### src/rtl/ilv_pkg.sv
package ilv_pkg;

    // Depth in stages of the delay-line tap that feeds phase idx.
    function automatic int tap_depth(input int idx, input int space);
        return idx * space;
    endfunction

endpackage

### src/rtl/ilv_base_pwm.sv
module ilv_base_pwm #(
    parameter int RES    = 32,
    parameter int DUTY_W = $clog2(RES + 1)
) (
    input  logic              clk,
    input  logic              rst,
    input  logic [DUTY_W-1:0] duty_i,
    output logic              pwm_o
);
    localparam int CW = (RES > 2) ? $clog2(RES) : 1;
    localparam logic [CW-1:0]     LAST    = CW'(RES - 1);
    localparam logic [DUTY_W-1:0] RES_VAL = DUTY_W'(RES);

    typedef struct packed {
        logic [CW-1:0]     cnt;
        logic [DUTY_W-1:0] duty;
    } base_st_t;

    base_st_t st_d, st_q;

    always_comb begin
        st_d = st_q;
        if (st_q.cnt == LAST) begin
            st_d.cnt  = '0;
            st_d.duty = duty_i;
        end else begin
            st_d.cnt = st_q.cnt + CW'(1);
        end
    end

    always_ff @(posedge clk) begin
        if (rst) begin
            st_q <= '0;
        end else begin
            st_q <= st_d;
        end
    end

    assign pwm_o = (DUTY_W'(st_q.cnt) < st_q.duty);

    AST_CNT_RANGE: assert property (@(posedge clk) disable iff (rst)
        DUTY_W'(st_q.cnt) < RES_VAL);
    AST_CNT_WRAP: assert property (@(posedge clk) disable iff (rst)
        (st_q.cnt == LAST) |=> (st_q.cnt == '0));
    AST_DUTY_HOLD: assert property (@(posedge clk) disable iff (rst)
        (st_q.cnt != LAST) |=> $stable(st_q.duty));
    AST_ZERO_LOW: assert property (@(posedge clk) disable iff (rst)
        (st_q.duty == '0) |-> !pwm_o);
    AST_FULL_HIGH: assert property (@(posedge clk) disable iff (rst)
        (st_q.duty >= RES_VAL) |-> pwm_o);

endmodule

### src/rtl/ilv_delay_line.sv
module ilv_delay_line #(
    parameter int NTAP  = 3,
    parameter int SPACE = 8
) (
    input  logic            clk,
    input  logic            rst,
    input  logic            din,
    output logic [NTAP-1:0] taps_o
);
    localparam int LEN = NTAP * SPACE;

    typedef struct packed {
        logic [LEN-1:0] sr;
    } line_st_t;

    line_st_t st_d, st_q;
    logic [LEN-1:0] shifted;

    generate
        if (LEN > 1) begin : g_long
            assign shifted = {st_q.sr[LEN-2:0], din};
        end else begin : g_single
            assign shifted = din;
        end
    endgenerate

    always_comb begin
        st_d    = st_q;
        st_d.sr = shifted;
    end

    always_ff @(posedge clk) begin
        if (rst) begin
            st_q <= '0;
        end else begin
            st_q <= st_d;
        end
    end

    generate
        for (genvar g = 0; g < NTAP; g++) begin : g_tap
            assign taps_o[g] = st_q.sr[ilv_pkg::tap_depth(g + 1, SPACE) - 1];
        end
    endgenerate

endmodule

### src/rtl/ilv_phase_interleaver.sv
module ilv_phase_interleaver #(
    parameter int NPH    = 4,
    parameter int RES    = 32,
    parameter int DUTY_W = $clog2(RES + 1)
) (
    input  logic              clk,
    input  logic              rst,
    input  logic [DUTY_W-1:0] duty_i,
    output logic [NPH-1:0]    phase_o
);
    localparam int SPACE = RES / NPH;
    localparam int NTAP  = NPH - 1;
    localparam logic [DUTY_W-1:0] RES_VAL   = DUTY_W'(RES);
    localparam logic [DUTY_W-1:0] SPACE_VAL = DUTY_W'(SPACE);

    logic            base_pwm;
    logic [NTAP-1:0] taps;

    ilv_base_pwm #(
        .RES    (RES),
        .DUTY_W (DUTY_W)
    ) u_base (
        .clk    (clk),
        .rst    (rst),
        .duty_i (duty_i),
        .pwm_o  (base_pwm)
    );

    ilv_delay_line #(
        .NTAP  (NTAP),
        .SPACE (SPACE)
    ) u_line (
        .clk    (clk),
        .rst    (rst),
        .din    (base_pwm),
        .taps_o (taps)
    );

    assign phase_o[0]     = base_pwm;
    assign phase_o[NPH-1:1] = taps;

    // Observation state for the guards below.
    typedef struct packed {
        logic [DUTY_W-1:0] fill;
        logic [DUTY_W-1:0] age;
        logic              p0;
        logic              p1;
    } obs_st_t;

    obs_st_t obs_d, obs_q;

    always_comb begin
        obs_d    = obs_q;
        obs_d.p0 = phase_o[0];
        obs_d.p1 = phase_o[1];
        if (obs_q.fill != RES_VAL) begin
            obs_d.fill = obs_q.fill + DUTY_W'(1);
        end
        if (phase_o[0] && !obs_q.p0) begin
            obs_d.age = DUTY_W'(1);
        end else if (obs_q.age != RES_VAL) begin
            obs_d.age = obs_q.age + DUTY_W'(1);
        end
    end

    always_ff @(posedge clk) begin
        if (rst) begin
            obs_q      <= '0;
            obs_q.age  <= RES_VAL;
        end else begin
            obs_q <= obs_d;
        end
    end

    AST_FILL_LOW: assert property (@(posedge clk) disable iff (rst)
        (obs_q.fill < RES_VAL) |-> (phase_o == '0));
    AST_TAP1_SPACING: assert property (@(posedge clk) disable iff (rst)
        (phase_o[1] && !obs_q.p1) |-> (obs_q.age == SPACE_VAL));

endmodule

### config.mk
export PLATFORM = sky130hd
export DESIGN_NAME = ilv_phase_interleaver
export DESIGN_NICKNAME = d
export VERILOG_FILES = /design/src/rtl/ilv_pkg.sv /design/src/rtl/ilv_base_pwm.sv /design/src/rtl/ilv_delay_line.sv /design/src/rtl/ilv_phase_interleaver.sv
export SDC_FILE = /design/constraint.sdc
export NUM_CORES = 1
export LEC_CHECK = 0
export BUFFER_PORTS_ARGS = -buffer_cell sky130_fd_sc_hd__buf_2
export CAP_MARGIN = 20
export CORE_MARGIN = 3
export CORE_UTILIZATION = 50
export CTS_CLUSTER_SIZE = 8
export DETAILED_ROUTE_END_ITERATION = 7
export PLACE_DENSITY = 0.68
export SLEW_MARGIN = 25
export SYNTH_ARGS = -nofsm -noshare
export SYNTH_HDL_FRONTEND = slang
export SYNTH_SLANG_ARGS = --single-unit
### constraint.sdc
create_clock -name clk -period 1.35 [get_ports clk]
set_input_delay 0 -clock clk [delete_from_list [all_inputs] [get_ports clk]]
set_output_delay 0 -clock clk [all_outputs]
set_load 0.01 [all_outputs]
==> flow_metrics.env, run 1 <==
export IMPL_synth_seq_cells=35
export IMPL_grt_overflow_total=0
export IMPL_p_sw_w=0.000388
export IMPL_crit_type="reg2out"
export IMPL_area_growth_pct=32.1
export IMPL_dr_pass1_iters=3
export IMPL_syn_area_um2=1190
export IMPL_setup_viol=5
export IMPL_synth_avg_cell_area_um2=11.4
export IMPL_violations="negative setup slack"
export IMPL_crit_chain="inv_1 -> ha_4 -> a211oi_2 -> nor3_2 -> a21oi_1 -> buf_2"
export IMPL_synth_net_count=119
export IMPL_layout_common_cells="30 x dfxtp_1, 23 x nor2b_1, 11 x buf_2"
export IMPL_core_um2=2230
export IMPL_diodes=0
export IMPL_clock_skew_ns=0.00650
export IMPL_grt_pass1_wl_mm=3.59
export IMPL_timing_fmax_mhz=648
export IMPL_dpl_instance_area_um2=1270
export IMPL_ant_nets=0
export IMPL_setup_ws_ns=-0.194
export IMPL_worstSkewPairLatency_ns=0.33
export IMPL_ff2ff_setup_slack_ns=-0.06
export IMPL_min_period_ns=1.54
export IMPL_p_comb_share_pct=7.7
export IMPL_die_width_um=54.9
export IMPL_crit_arrival_ns=1.54
export IMPL_cts_tree="yes"
export IMPL_ir_worst_vdd_mv=0.876
export IMPL_path_clk_slew_ns=0.10
export IMPL_ios=12
export IMPL_clkPwrFrac_pct=32.2
export IMPL_root_buffer="clkbuf_4"
export IMPL_vias=761
export IMPL_drcViolationCount=0
export IMPL_antenna_found_initial=0
export IMPL_ys_seq_area_share_pct=58.7
export IMPL_wire_per_inst_um=13.4
export IMPL_crit_slowest_cell="dfxtp_2"
export IMPL_worstPathMaxFanout=2
export IMPL_r2r_end="u_base.st_q[0]"
export IMPL_crit_required_ns=1.35
export IMPL_port_buffers=11
export IMPL_p_int_w=0.00137
export IMPL_drive_above_1_share_pct=38.3
export IMPL_holdPathStages=2
export IMPL_start_util_pct=53.4
export IMPL_synth_cells=105
export IMPL_numCtsBuffers=5
export IMPL_hold_path_class="in2reg"
export IMPL_relSlewSlack_pct=59.4
export IMPL_pwr_share_seq_pct=60.1
export IMPL_viasPerCell=4.73
export IMPL_place_gp_congestion=0.750
export IMPL_switching_share_pct=22.1
export IMPL_die_area_um2=3010
export IMPL_slew_violations=0
export IMPL_hold_viol=0
export IMPL_endpoint_kind="primary output"
export IMPL_power_leakage_nw=0.632
export IMPL_drt_wl_total_mm=2.16
export IMPL_max_stage_delay_ns=0.36
export IMPL_row_count=17
export IMPL_total_power_w=0.00175
export IMPL_track_usage_pct=18.4
export IMPL_rsz0062_at_grt="yes"
export IMPL_fp_dieH_um=54.9
export IMPL_cts_sinks=35
export IMPL_fin_nets=147
export IMPL_grt_pass1_vias=820
export IMPL_tightest_slew_ns=0.608
export IMPL_crit_reg2reg_launch="u_base.st_q[7]"
export IMPL_hold_end="u_base.st_q[4]"
export IMPL_status="finished with violations"
export IMPL_p_per_area_nw_per_um2=1110
export IMPL_final_area_um2=1580
export IMPL_hp_start="rst"
export IMPL_mostFrequentLayoutCell="dfxtp_1"
export IMPL_cap_violations=0
export IMPL_drt_iter0_drc=4
export IMPL_synth_cell_types=20
export IMPL_reg2reg_depth=7
export IMPL_dp_hpwl_mm=1.10
export IMPL_ctsHtreeMaxLevel=2
export IMPL_grt_max_degree=36
export IMPL_fin_crit_sh_pct=114
export IMPL_clockBufferDepth=2
export IMPL_setup_worst_path_start_class="register"
export IMPL_yosysWarnings=0
==> kinds of logic after synthesis <==
kind of cell               count (synthesis)  share of synthesized area [%]
AOI/OAI and AO/OA                          4                           2.73
DFF                                       35                           58.7
adders and majority gates                  6                           6.29
muxes                                      6                           5.03
buffers and inverters                     12                           5.66
xor gates and xnor gates                   2                           1.47
and+or+nand+nor                           40                           20.1
==> worst max-delay path, delay by kind of cell (launching register included) <==
| family | cells | cell delay [ns] |
|---|---|---|
| flops | 1 | 0.36 |
| compound gates | 2 | 0.32 |
| fa+ha+maj | 1 | 0.24 |
| buf+inv | 2 | 0.21 |
| simple gates | 1 | 0.07 |
==> cell type report <==
type / count / area, um^2
multi-input cells: 58 / 531
fillers: 179 / 657
inverters: 4 / 15.0
clock buffers: 6 / 51.3
clock inverters: 1 / 5.00
flip-flops and latches: 35 / 707
repair buffers: 29 / 233
well taps: 28 / 35.0
==> cell usage after synthesis <==
cell type,instances,area (um^2)
and4b_1,1,10.0
a211oi_1,1,7.51
and3_1,1,6.26
xnor2_1,1,8.76
a21o_1,1,7.51
inv_1,4,15.0
xor2_1,1,8.76
nand3_1,1,5.00
nor2b_1,23,144
ha_1,6,75.1
dfxtp_1,35,701
nor3_1,4,20.0
nor2_1,7,26.3
nand2b_4,1,13.8
a211oi_2,1,12.5
buf_4,5,37.5
a21oi_1,1,5.00
nor3b_1,2,15.0
mux2i_1,6,60.1
buf_2,3,15.0
==> sequential cells by signal, summed over array words and instances, names as in the netlist <==
register,flops
u_line.st_q,24
u_base.st_q,11
==> through the flow <==
| step | utilization [%] | hold WS (ns) | worst slack [ns] | TNS (ns) | instances |
|---|---|---|---|---|---|
| final | 70.6 | 0.160 | -0.194 | -0.341 | 161 |
| after global routing | 70.6 | 0.189 | -0.259 | -0.846 | 161 |
| after CTS | 68.9 | 0.146 | -0.151 | -0.151 | 160 |
| after detailed placement | 56.8 | 0.243 | -0.196 | -1.24 | 141 |
| after global placement | 56.8 | 0.234 | -0.134 | -0.779 | 141 |
| after floorplan | - | 0.0716 | 0.00744 | 0 | 105 |
==> metal layers <==
| layer | part of all wire, % | routed length [um] | vias to the layer above | GRT usage (%) |
|---|---|---|---|---|
| met4 | 2.2 | 47 | 0 | 9.96 |
| met2 | 54 | 1160 | 14 | 33.5 |
| li1 | - | - | 387 | - |
| met3 | 3.9 | 85 | 4 | 7.36 |
| met5 | 0 | 0 | - | 0 |
| met1 | 40 | 868 | 356 | 17.2 |
==> how the worst max path moves through the flow <==
stage | end | cells after the start | from | slack, ns
floorplan | u_base.st_q[0] | 6 | u_base.st_q[6] | 0.007
detailed placement | u_base.st_q[3] | 5 | u_base.st_q[6] | -0.20
CTS | phase_o[0] | 6 | u_base.st_q[9] | -0.15
finish | phase_o[0] | 6 | u_base.st_q[3] | -0.19
global placement | u_base.st_q[1] | 5 | u_base.st_q[6] | -0.13
global route | phase_o[0] | 6 | u_base.st_q[9] | -0.26
==> timing repair <==
action,4_1_cts,5_1_grt
gates resized for setup,20,10
pin swaps,5,2
cloned,0,0
hold buffers,6,0
hold endpoints to repair,6,0
setup buffers,6,1
endpoints found under the setup margin,12,12
==> power groups by stage <==
stage | clock [W] | combinational [W] | sequential (W)
6_report | 0.000564 | 0.000136 | 0.00105
5_1_grt | 0.000640 | 0.000152 | 0.00106
4_1_cts | 0.000582 | 0.000128 | 0.00105
3_5_place_dp | 0 | 0.0000873 | 0.00107
3_3_place_gp | 0 | 0.0000843 | 0.00107
2_1_floorplan | 0 | 0.0000555 | 0.00108
Power figures use the tool's default switching activity.
==> run 2: changes to the inputs <==
- SETUP_SLACK_MARGIN: default -> 0.02
==> run 2 against run 1 <==
Effect of this change: the run still ends with negative setup slack left; sequential share of layout area rose by 1.5 points; wire length fell by 13%; clock power fell by 0.7%; sequential power barely moved.
==> flow_metrics.env, run 2 (synthesis gave the netlist of run 1 again) <==
export IMPL_root_buffer="clkbuf_4"
export IMPL_timing_fmax_mhz=658
export IMPL_numCtsBuffers=5
export IMPL_cts_tree="yes"
export IMPL_tightest_slew_ns=0.586
export IMPL_grt_pass1_vias=756
export IMPL_endpoint_kind="primary output"
export IMPL_fin_nets=147
export IMPL_hold_path_class="in2reg"
export IMPL_reg2reg_depth=5
export IMPL_crit_type="reg2out"
export IMPL_grt_pass1_wl_mm=3.20
export IMPL_ir_worst_vdd_mv=0.906
export IMPL_clock_skew_ns=0.00919
export IMPL_dp_hpwl_mm=1.14
export IMPL_crit_reg2reg_launch="u_base.st_q[6]"
export IMPL_drive_above_1_share_pct=32.3
export IMPL_viasPerCell=4.62
export IMPL_largestRegisters="u_line.st_q (24), u_base.st_q (11)"
export IMPL_drcViolationCount=0
export IMPL_dpl_instance_area_um2=1270
export IMPL_holdWs_ns=0.159
export IMPL_min_period_ns=1.52
export IMPL_setup_ws_ns=-0.170
export IMPL_drt_wl_total_mm=1.89
export IMPL_grt_max_degree=36
export IMPL_ant_nets=0
export IMPL_diodes=0
export IMPL_regMostFlops="u_line.st_q"
export IMPL_hold_viol=0
export IMPL_track_usage_pct=15.9
export IMPL_slew_violations=0
export IMPL_rsz0062_at_grt="yes"
export IMPL_vias=744
export IMPL_setup_viol=2
export IMPL_drt_iter0_drc=2
export IMPL_port_buffers=11
export IMPL_num_fill_cells=173
export IMPL_clockBufferDepth=2
export IMPL_cap_violations=0
export IMPL_ctsHtreeMaxLevel=2
export IMPL_largest_reg_flops=24
export IMPL_violations="negative setup slack"
export IMPL_setup_worst_path_start_class="register"
export IMPL_dp_slack_ns=-0.255
export IMPL_relSlewSlack_pct=60.9
export IMPL_cts_sinks=35
export IMPL_status="finished with violations"
export IMPL_area_growth_pct=27.6
export IMPL_power_leakage_nw=0.627
export IMPL_core_um2=2230
export IMPL_mostFrequentLayoutCell="dfxtp_1"
export IMPL_worstPathMaxFanout=2
export IMPL_dr_pass1_iters=3
export IMPL_die_area_um2=3010
export IMPL_start_util_pct=53.4
export IMPL_final_area_um2=1520
export IMPL_grt_overflow_total=0
export IMPL_crit_path_end="phase_o[0]"
export IMPL_startpoint="u_base.st_q[9]"
export IMPL_path_clk_slew_ns=0.10
export IMPL_ios=12
export IMPL_p_per_area_nw_per_um2=1140
export IMPL_crit_arrival_ns=1.52
export IMPL_die_width_um=54.9
export IMPL_layout_common_cells="31 x dfxtp_1, 23 x nor2b_1, 11 x buf_2"
export IMPL_fp_dieH_um=54.9
export IMPL_row_count=17
export IMPL_fin_crit_sh_pct=113
export IMPL_ff2ff_setup_slack_ns=-0.02
export IMPL_r2r_end="u_base.st_q[4]"
export IMPL_antenna_found_initial=0
export IMPL_worstSkewPairLatency_ns=0.33
export IMPL_wire_per_inst_um=11.7
export IMPL_crit_required_ns=1.35
export IMPL_place_gp_congestion=0.727
## run 2: worst min-delay path by stage
stage | start | end | slack, ns | cells after the start
final | rst | u_base.st_q[5] | 0.16 | 2
after global routing | rst | u_base.st_q[5] | 0.18 | 2
after CTS | rst | u_base.st_q[3] | 0.15 | 2
after detailed placement | duty_i[5] | u_base.st_q[5] | 0.24 | 3
after global placement | duty_i[5] | u_base.st_q[5] | 0.23 | 3
after floorplan | rst | u_line.st_q[23] | 0.07 | 1
## run 2: what timing repair did
item | in CTS | in global routing
endpoints found under the hold margin | 6 | 0
hold buffers | 6 | 0
gates resized for setup | 14 | 2
setup endpoints to repair | 13 | 13
pin swaps | 5 | 1
buffers inserted | 7 | 1
## run 2: critical path, cell delays in order (launching register included)
cell and delay, ns:
dfxtp_2 0.34, buf_6 0.11, ha_4 0.22, a211oi_4 0.21, nor3_2 0.07, a21oi_1 0.10
buf_2 0.14
## run 2: through the flow
stage               TNS, ns  power, W  util, %  instances
floorplan                 0   0.00113        -        105
global placement     -0.927   0.00116     56.8        141
detailed placement    -1.67   0.00116     56.8        141
CTS                  -0.164   0.00176     67.6        161
global route         -0.885   0.00183     68.2        161
finish               -0.186   0.00174     68.2        161
## run 2: report_power, final
part | leakage [nW] | switching [W] | internal (W)
clock network | 0.0341 | 0.000319 | 0.000241
logic | 0.308 | 0.0000526 | 0.0000756
registers | 0.284 | 0.00000546 | 0.00105
## run 2: cell type report
class | instances | area (um^2) | area share (%)
Sequential cell | 35 | 706 | 46.3
Multi-Input combinational cell | 58 | 498 | 32.7
Timing Repair Buffer | 29 | 213 | 14.0
Clock buffer | 6 | 51.3 | 3.37
Tap cell | 28 | 35.0 | 2.30
Inverter | 4 | 15.0 | 0.986
Clock inverter | 1 | 5.00 | 0.329
## run 2: per-layer routing
metal / share of wire [%] / track usage, %
met1: 42 / 16.4
met2: 52 / 26.8
met3: 3.7 / 7.36
met4: 1.4 / 7.47
met5: 0 / 0
